--- src/rtl/jt_pkg.sv ---
package jt_pkg;
  localparam int unsigned JT_BUS_W = 32;

  typedef enum logic [1:0] {
    JT_REG_UPTIME = 2'd0,
    JT_REG_ALARM  = 2'd1,
    JT_REG_STATUS = 2'd2,
    JT_REG_SPARE  = 2'd3
  } jt_reg_e;

  localparam int unsigned JT_ST_EVENT_BIT = 0;
  localparam int unsigned JT_ST_ARMED_BIT = 1;
endpackage

--- src/rtl/jt_divider.sv ---
// Modulo-LIMIT counter: advances on step, returns to zero on restart,
// and flags the step that completes a full cycle.
module jt_divider #(
  parameter int unsigned LIMIT = 100,
  localparam int unsigned CW = (LIMIT > 1) ? $clog2(LIMIT) : 1
) (
  input  logic clk,
  input  logic rst_n,
  input  logic restart,
  input  logic step,
  output logic wrap
);
  logic [CW-1:0] cnt_q;

  function automatic logic at_last(logic [CW-1:0] c);
    return c == CW'(LIMIT - 1);
  endfunction

  function automatic logic [CW-1:0] advance(logic [CW-1:0] c);
    return at_last(c) ? '0 : c + 1'b1;
  endfunction

  always_ff @(posedge clk) begin
    if (!rst_n)       cnt_q <= '0;
    else if (restart) cnt_q <= '0;
    else if (step)    cnt_q <= advance(cnt_q);
  end

  assign wrap = step && at_last(cnt_q);
endmodule

--- src/rtl/jt_uptime.sv ---
module jt_uptime #(
  parameter int unsigned W = 32
) (
  input  logic         clk,
  input  logic         rst_n,
  input  logic         tick,
  output logic [W-1:0] value
);
  function automatic logic [W-1:0] bump(logic [W-1:0] v);
    return v + 1'b1;  // natural modulo-2^W wrap
  endfunction

  always_ff @(posedge clk) begin
    if (!rst_n)    value <= '0;
    else if (tick) value <= bump(value);
  end
endmodule

--- src/rtl/jt_alarm.sv ---
module jt_alarm #(
  parameter int unsigned ALARM_W       = 16,
  parameter int unsigned JIFFY_PER_SEC = 100
) (
  input  logic               clk,
  input  logic               rst_n,
  input  logic               jiffy_tick,
  input  logic               load_en,
  input  logic [ALARM_W-1:0] load_val,
  input  logic               flag_clear,
  output logic [ALARM_W-1:0] count,
  output logic               armed,
  output logic               flag,
  output logic               sec_strobe,
  output logic               fire
);
  logic load_nonzero;

  function automatic logic last_second(logic [ALARM_W-1:0] c);
    return c == ALARM_W'(1);
  endfunction

  function automatic logic [ALARM_W-1:0] dec(logic [ALARM_W-1:0] c);
    return c - 1'b1;
  endfunction

  assign load_nonzero = |load_val;

  // Second prescaler: held at zero while idle, restarted by every load.
  jt_divider #(.LIMIT(JIFFY_PER_SEC)) u_sec_div (
    .clk     (clk),
    .rst_n   (rst_n),
    .restart (load_en || !armed),
    .step    (armed && jiffy_tick),
    .wrap    (sec_strobe)
  );

  assign fire = armed && sec_strobe && !load_en && last_second(count);

  always_ff @(posedge clk) begin
    if (!rst_n) begin
      count <= '0;
      armed <= 1'b0;
    end else if (load_en) begin
      count <= load_val;
      armed <= load_nonzero;
    end else if (sec_strobe) begin
      count <= dec(count);
      if (last_second(count)) armed <= 1'b0;
    end
  end

  always_ff @(posedge clk) begin
    if (!rst_n)          flag <= 1'b0;
    else if (fire)       flag <= 1'b1;
    else if (flag_clear) flag <= 1'b0;
  end
endmodule

--- src/rtl/jiffy_alarm_timer.sv ---
module jiffy_alarm_timer
  import jt_pkg::*;
#(
  parameter int unsigned CLK_PER_JIFFY = 1_250_000,
  parameter int unsigned JIFFY_PER_SEC = 100,
  parameter int unsigned UPTIME_W      = 32,
  parameter int unsigned ALARM_W       = 16
) (
  input  logic                clk,
  input  logic                rst_n,
  input  logic                reg_wr,
  input  logic [1:0]          reg_addr,
  input  logic [JT_BUS_W-1:0] reg_wdata,
  output logic [JT_BUS_W-1:0] reg_rdata,
  output logic                jiffy_pulse,
  output logic                alarm_event,
  output logic                alarm_armed
);
  jt_reg_e              addr;
  logic                 jiffy_tick;
  logic                 sec_strobe;
  logic                 alarm_fire;
  logic                 alarm_load;
  logic                 load_zero;
  logic                 flag_clear;
  logic [UPTIME_W-1:0]  uptime;
  logic [ALARM_W-1:0]   alarm_count;
  logic [ALARM_W-1:0]   alarm_wval;
  logic                 unused_wdata;

  assign addr         = jt_reg_e'(reg_addr);
  assign alarm_load   = reg_wr && (addr == JT_REG_ALARM);
  assign alarm_wval   = reg_wdata[ALARM_W-1:0];
  assign load_zero    = alarm_load && (alarm_wval == '0);
  assign flag_clear   = reg_wr && (addr == JT_REG_STATUS) && reg_wdata[JT_ST_EVENT_BIT];
  assign unused_wdata = ^reg_wdata;

  jt_divider #(.LIMIT(CLK_PER_JIFFY)) u_jiffy_div (
    .clk     (clk),
    .rst_n   (rst_n),
    .restart (1'b0),
    .step    (1'b1),
    .wrap    (jiffy_tick)
  );

  jt_uptime #(.W(UPTIME_W)) u_uptime (
    .clk   (clk),
    .rst_n (rst_n),
    .tick  (jiffy_tick),
    .value (uptime)
  );

  jt_alarm #(.ALARM_W(ALARM_W), .JIFFY_PER_SEC(JIFFY_PER_SEC)) u_alarm (
    .clk        (clk),
    .rst_n      (rst_n),
    .jiffy_tick (jiffy_tick),
    .load_en    (alarm_load),
    .load_val   (alarm_wval),
    .flag_clear (flag_clear),
    .count      (alarm_count),
    .armed      (alarm_armed),
    .flag       (alarm_event),
    .sec_strobe (sec_strobe),
    .fire       (alarm_fire)
  );

  assign jiffy_pulse = jiffy_tick;

  always_comb begin
    reg_rdata = '0;
    case (addr)
      JT_REG_UPTIME: reg_rdata[UPTIME_W-1:0] = uptime;
      JT_REG_ALARM:  reg_rdata[ALARM_W-1:0]  = alarm_count;
      JT_REG_STATUS: begin
        reg_rdata[JT_ST_EVENT_BIT] = alarm_event;
        reg_rdata[JT_ST_ARMED_BIT] = alarm_armed;
      end
      default: reg_rdata = '0;
    endcase
  end
endmodule

--- config.mk ---
export PLATFORM = sky130hd
export DESIGN_NAME = jiffy_alarm_timer
export DESIGN_NICKNAME = d
export VERILOG_FILES = /design/src/rtl/jt_pkg.sv /design/src/rtl/jt_divider.sv /design/src/rtl/jt_uptime.sv /design/src/rtl/jt_alarm.sv /design/src/rtl/jiffy_alarm_timer.sv
export SDC_FILE = /design/constraint.sdc
export NUM_CORES = 1
export LEC_CHECK = 0
export ABC_AREA = 0
export BUFFER_PORTS_ARGS = -buffer_cell sky130_fd_sc_hd__clkbuf_2
export CORE_MARGIN = 2
export CORE_UTILIZATION = 50
export CTS_BUF_LIST = sky130_fd_sc_hd__clkbuf_4 sky130_fd_sc_hd__clkbuf_8 sky130_fd_sc_hd__clkbuf_16
export DETAILED_ROUTE_END_ITERATION = 16
export PLACE_DENSITY = 0.79
export SYNTH_ARGS = -nofsm -noshare
export SYNTH_HDL_FRONTEND = slang
export SYNTH_HIERARCHICAL = 1
export SYNTH_SLANG_ARGS = --single-unit
--- constraint.sdc ---
create_clock -name clk -period 9 [get_ports clk]
set_input_delay 0 -clock clk [delete_from_list [all_inputs] [get_ports clk]]
set_output_delay 0 -clock clk [all_outputs]
set_load 0.005 [all_outputs]
==> results.txt <==
----------------------------------------------------
[Logic synthesis]
  Part of the Yosys area used for sequential elements ... 35.1%
  Top flip-flop cell by instance count after synthesis ... dfxtp_1
  Distinct cells, synth ... 66
  Synthesized instance count ... 520
  Area share of the largest cell type after synthesis ... a little over a third
  Post-synthesis sequential element count ... around 80
  Post-synth ARST share ... 0%
  Average footprint of a synthesized cell ... approximately 8.5 um^2
  Combined area of all synthesized cells ... ~0.0044 mm^2
  Top post-synthesis cells by area ... dfxtp_1 35%, mux2i_1 5.6%, nor2_1 5.4%
  Post-synthesis cell type with the largest combined area ... dfxtp_1
  Number of enable flip-flop cells after synthesis ... 0
  Most used standard cells in the synthesized netlist ... 78 x dfxtp_1, 64 x nor2_1, 26 x nand2_1
  Most common cell in the synthesized netlist ... dfxtp_1
  Synth warn ... 6

[Cells and area]
  Fraction of final layout cells with drive strength greater than 1 ... 17.5%
  Ant. Diodes ... 0
  Final net count ... 617
  Fillcell total ... 778
  P&R area growth vs syn ... 13.1%

[Clock tree]
  Clock Path Buffers ... 2
  CTS Buf Count ... 9
  Clk Latency, worst-skew pair ... around 0.35 ns
  CTS hold repair buffers ... 15
  Post-CTS Setup Inserts ... 0
  PostCTS Resize Cnt ... 0
  H-tree depth reported by CTS ... 3
  Clock tree from TritonCTS ... done
  Number of sinks on the clock net ... 78
  Clk root buf ... clkbuf_8
  Clock edge transition at the registers on the reported setup and hold paths ... roughly 0.07 ns

[Timing]
  RSZ-0062 raised after global routing ... false
  Post-route setup TNS ... 0 ns
  Worst clock skew ... ~0.0069 ns
  Final period util ... 44.7%
  Endpoints failing hold ... 0
  Highest achievable clock rate ... around 250 MHz
  Final setup fails ... 0
  Min cycle time layout ... between 4 and 5 ns
  Actual slew at the worst max-slew pin ... 0.826 ns
  Hold Slack ... 0.0251 ns
  Worst slew slack as a fraction of its limit ... between 40% and 50%
  Number of pins with negative max-slew slack in the final report ... 0

[Placement]
  Final RePlAce weighted congestion ... 0.870
  Count of buffers inserted at the top-level ports ... between 50 and 60
  Placed wire-length estimate after detailed placement ... around 7000 um

[Setup path]
  Worst-path maximum fanout ... 9
  Crit path cell chain ... nor4b_1 > nand4_1 > nor3_1 > buf_4 > and2_1 > nand3_2 > nor4_1 > buf_4 > or4b_2 > or4_4 > mux2i_1 > a311o_1
  Category of the most critical setup path ... flop to flop
  Critical Path End Type ... flop
  Beginning of the worst register-to-register path ... u_jiffy_div/cnt_q[9]$_SDFFE_PP0P_
  Cells on worst reg2reg path ... 12
  Reg2reg end ... u_alarm/count[15]$_SDFFE_PN0P_
  Beginning of the critical path ... u_jiffy_div/cnt_q[9]$_SDFFE_PP0P_
  Critical Path Most Common Cell ... buf_4
  Critical Path Start Type ... flop
  Data required time at the worst endpoint ... about 9 ns
  Arrival time worst endpoint ... 4.26 ns
  Setup crit end ... u_alarm/count[15]$_SDFFE_PN0P_
  Register-to-register path setup slack ... roughly 5.0 ns
  CP max-delay cell ... or4b_2
  Delay contributed by the slowest stage of the critical path ... roughly 0.6 ns

[Global routing]
  Overall track demand over capacity in global routing ... 21.4%
  Total overflow reported by the global router ... 0
  Number of global-route vias before repair ... around 4000
  Number of antenna violations at the first check in global routing ... 0
  First-pass GRT wire length ... between 15000 and 20000 um
  Pin count of the biggest net entering global routing ... 41

[Detailed routing]
  Total via count in the routed design ... ~4000
  Antenna violation net count after detailed routing ... 0
  Drt drc ... 0
  Vias per cell ... 5.86
  Detailed-routing iteration count for the pre-antenna-repair pass ... 4
  Final Routed Wirelength ... 10300 um
  DRC violation total after the first TritonRoute iteration ... between 150 and 200
  Wire length per cell after detailed routing ... 15.0 um

[Floorplan]
  Cell Rows ... 34
  Floorplan die height ... roughly 100 um
  Effective utilization at floorplan ... around 51%
  Core Region ... 0.00868 mm^2
  Die Wd ... between 90 and 100 um
  Die Outline Area ... between 0.009 and 0.01 mm^2
  Number of top-level pins ... 72

[Job]
  Max cap viols ... 0

[Pwr]
  Max IR drop VDD ... 0.0604 mV
  Power after layout ... about 0.00063 W
  Total power divided by cell area ... roughly 130 mW/mm^2
  Leakage power summed over all cells ... about 1.8 nW

[Run status]
  Run status ... completed

[Hold path]
  Class of the most critical hold timing path ... input pin to flop

----------------------------------------------------
power breakdown:
| part | switching [W] | internal [W] |
|---|---|---|
| sequential | 0.00000549 | 0.000349 |
| clock | 0.000118 | 0.000110 |
| combinational | 0.0000293 | 0.0000206 |
per-layer routing:
layer / GRT usage (%) / share of wire (%) / vias up
met1: 26.6 / 45 / 1897
met4: 10.2 / 2.8 / 0
li1: - / - / 1999
met5: 0 / 0 / -
met2: 35.8 / 49 / 97
met3: 3.79 / 3.7 / 25
flip-flops by register name (all words and copies together), names as in the netlist:
register	cells
u_uptime/value	32
u_jiffy_div/cnt_q	21
u_alarm/count	16
u_alarm/u_sec_div/cnt_q	7
u_alarm/armed	1
u_alarm/flag	1
placed cells by master (no fill, tap or decap), types with 5 or more instances in the layout:
cell type and instances:
dfxtp_1 78, clkbuf_2 55, nand2b_1 10, a21oi_1 23, nor4_1 17, ha_1 5, o311ai_0 5, nor3_1 10
inv_1 14, mux2i_1 25, xnor2_1 22, o21ai_0 19, and4_1 8, dlygate4sd3_1 15, nor2_1 64, nand4_1 17
or4_1 7, clkbuf_8 10, o41ai_1 8, xor2_1 15, nand2_1 26, o31ai_1 7, or3_1 8, and2_1 20
nand3_1 18
critical path, delay by kind of cell, from the launching register on:
family	cells	cell delay (ns)
AOI/OAI and AO/OA	1	0.32
buffers and inverters	2	0.41
DFF	1	0.43
muxes	1	0.14
and+or+nand+nor	8	2.61
kinds of logic after synthesis:
kind of cell | after synthesis | share of synthesized area, %
AO/OA/AOI/OAI | 87 | 14.1
XOR/XNOR | 37 | 7.29
adder cells (fa/ha/maj) | 5 | 1.41
buffers and inverters | 45 | 5.24
flip-flops | 78 | 35.1
multiplexers | 25 | 5.63
other | 2 | 0.169
AND/OR/NAND/NOR | 241 | 31.0
stage by stage:
stage          instance area, um^2  worst slack, ns  instances  util [%]
3_5_place_dp                  4710             5.12        657      54.3
2_1_floorplan                 4450             5.57        521         -
4_1_cts                       5020             5.01        686      57.9
3_3_place_gp                  4710             5.23        657      54.3
5_1_grt                       5020             4.58        686      57.9
6_report                      5020             4.98        686      57.9
final cells by class:
cell class / count / area (um^2) / area share [%]
multi-input cells: 398 / 2660 / 53.0
flip-flops and latches: 78 / 1560 / 31.1
repair buffers: 73 / 448 / 8.91
clock buffers: 12 / 153 / 3.04
well taps: 108 / 135 / 2.69
inverters: 15 / 56.3 / 1.12
clock inverters: 2 / 10.0 / 0.199
how the worst min path moves through the flow:
| stage | from | to | slack (ns) | cells after the start |
|---|---|---|---|---|
| 2_1_floorplan | reg_wdata[12] | u_alarm/count[12]$_SDFFE_PN0P_ | 0.14 | 1 |
| 3_3_place_gp | reg_wdata[12] | u_alarm/count[12]$_SDFFE_PN0P_ | 0.24 | 2 |
| 3_5_place_dp | reg_wdata[12] | u_alarm/count[12]$_SDFFE_PN0P_ | 0.25 | 2 |
| 4_1_cts | reg_wdata[14] | u_alarm/count[14]$_SDFFE_PN0P_ | 0.04 | 3 |
| 5_1_grt | reg_wdata[14] | u_alarm/count[14]$_SDFFE_PN0P_ | 0.02 | 3 |
| 6_report | reg_wdata[14] | u_alarm/count[14]$_SDFFE_PN0P_ | 0.03 | 3 |
No activity file was read; power rests on OpenSTA's default activity.
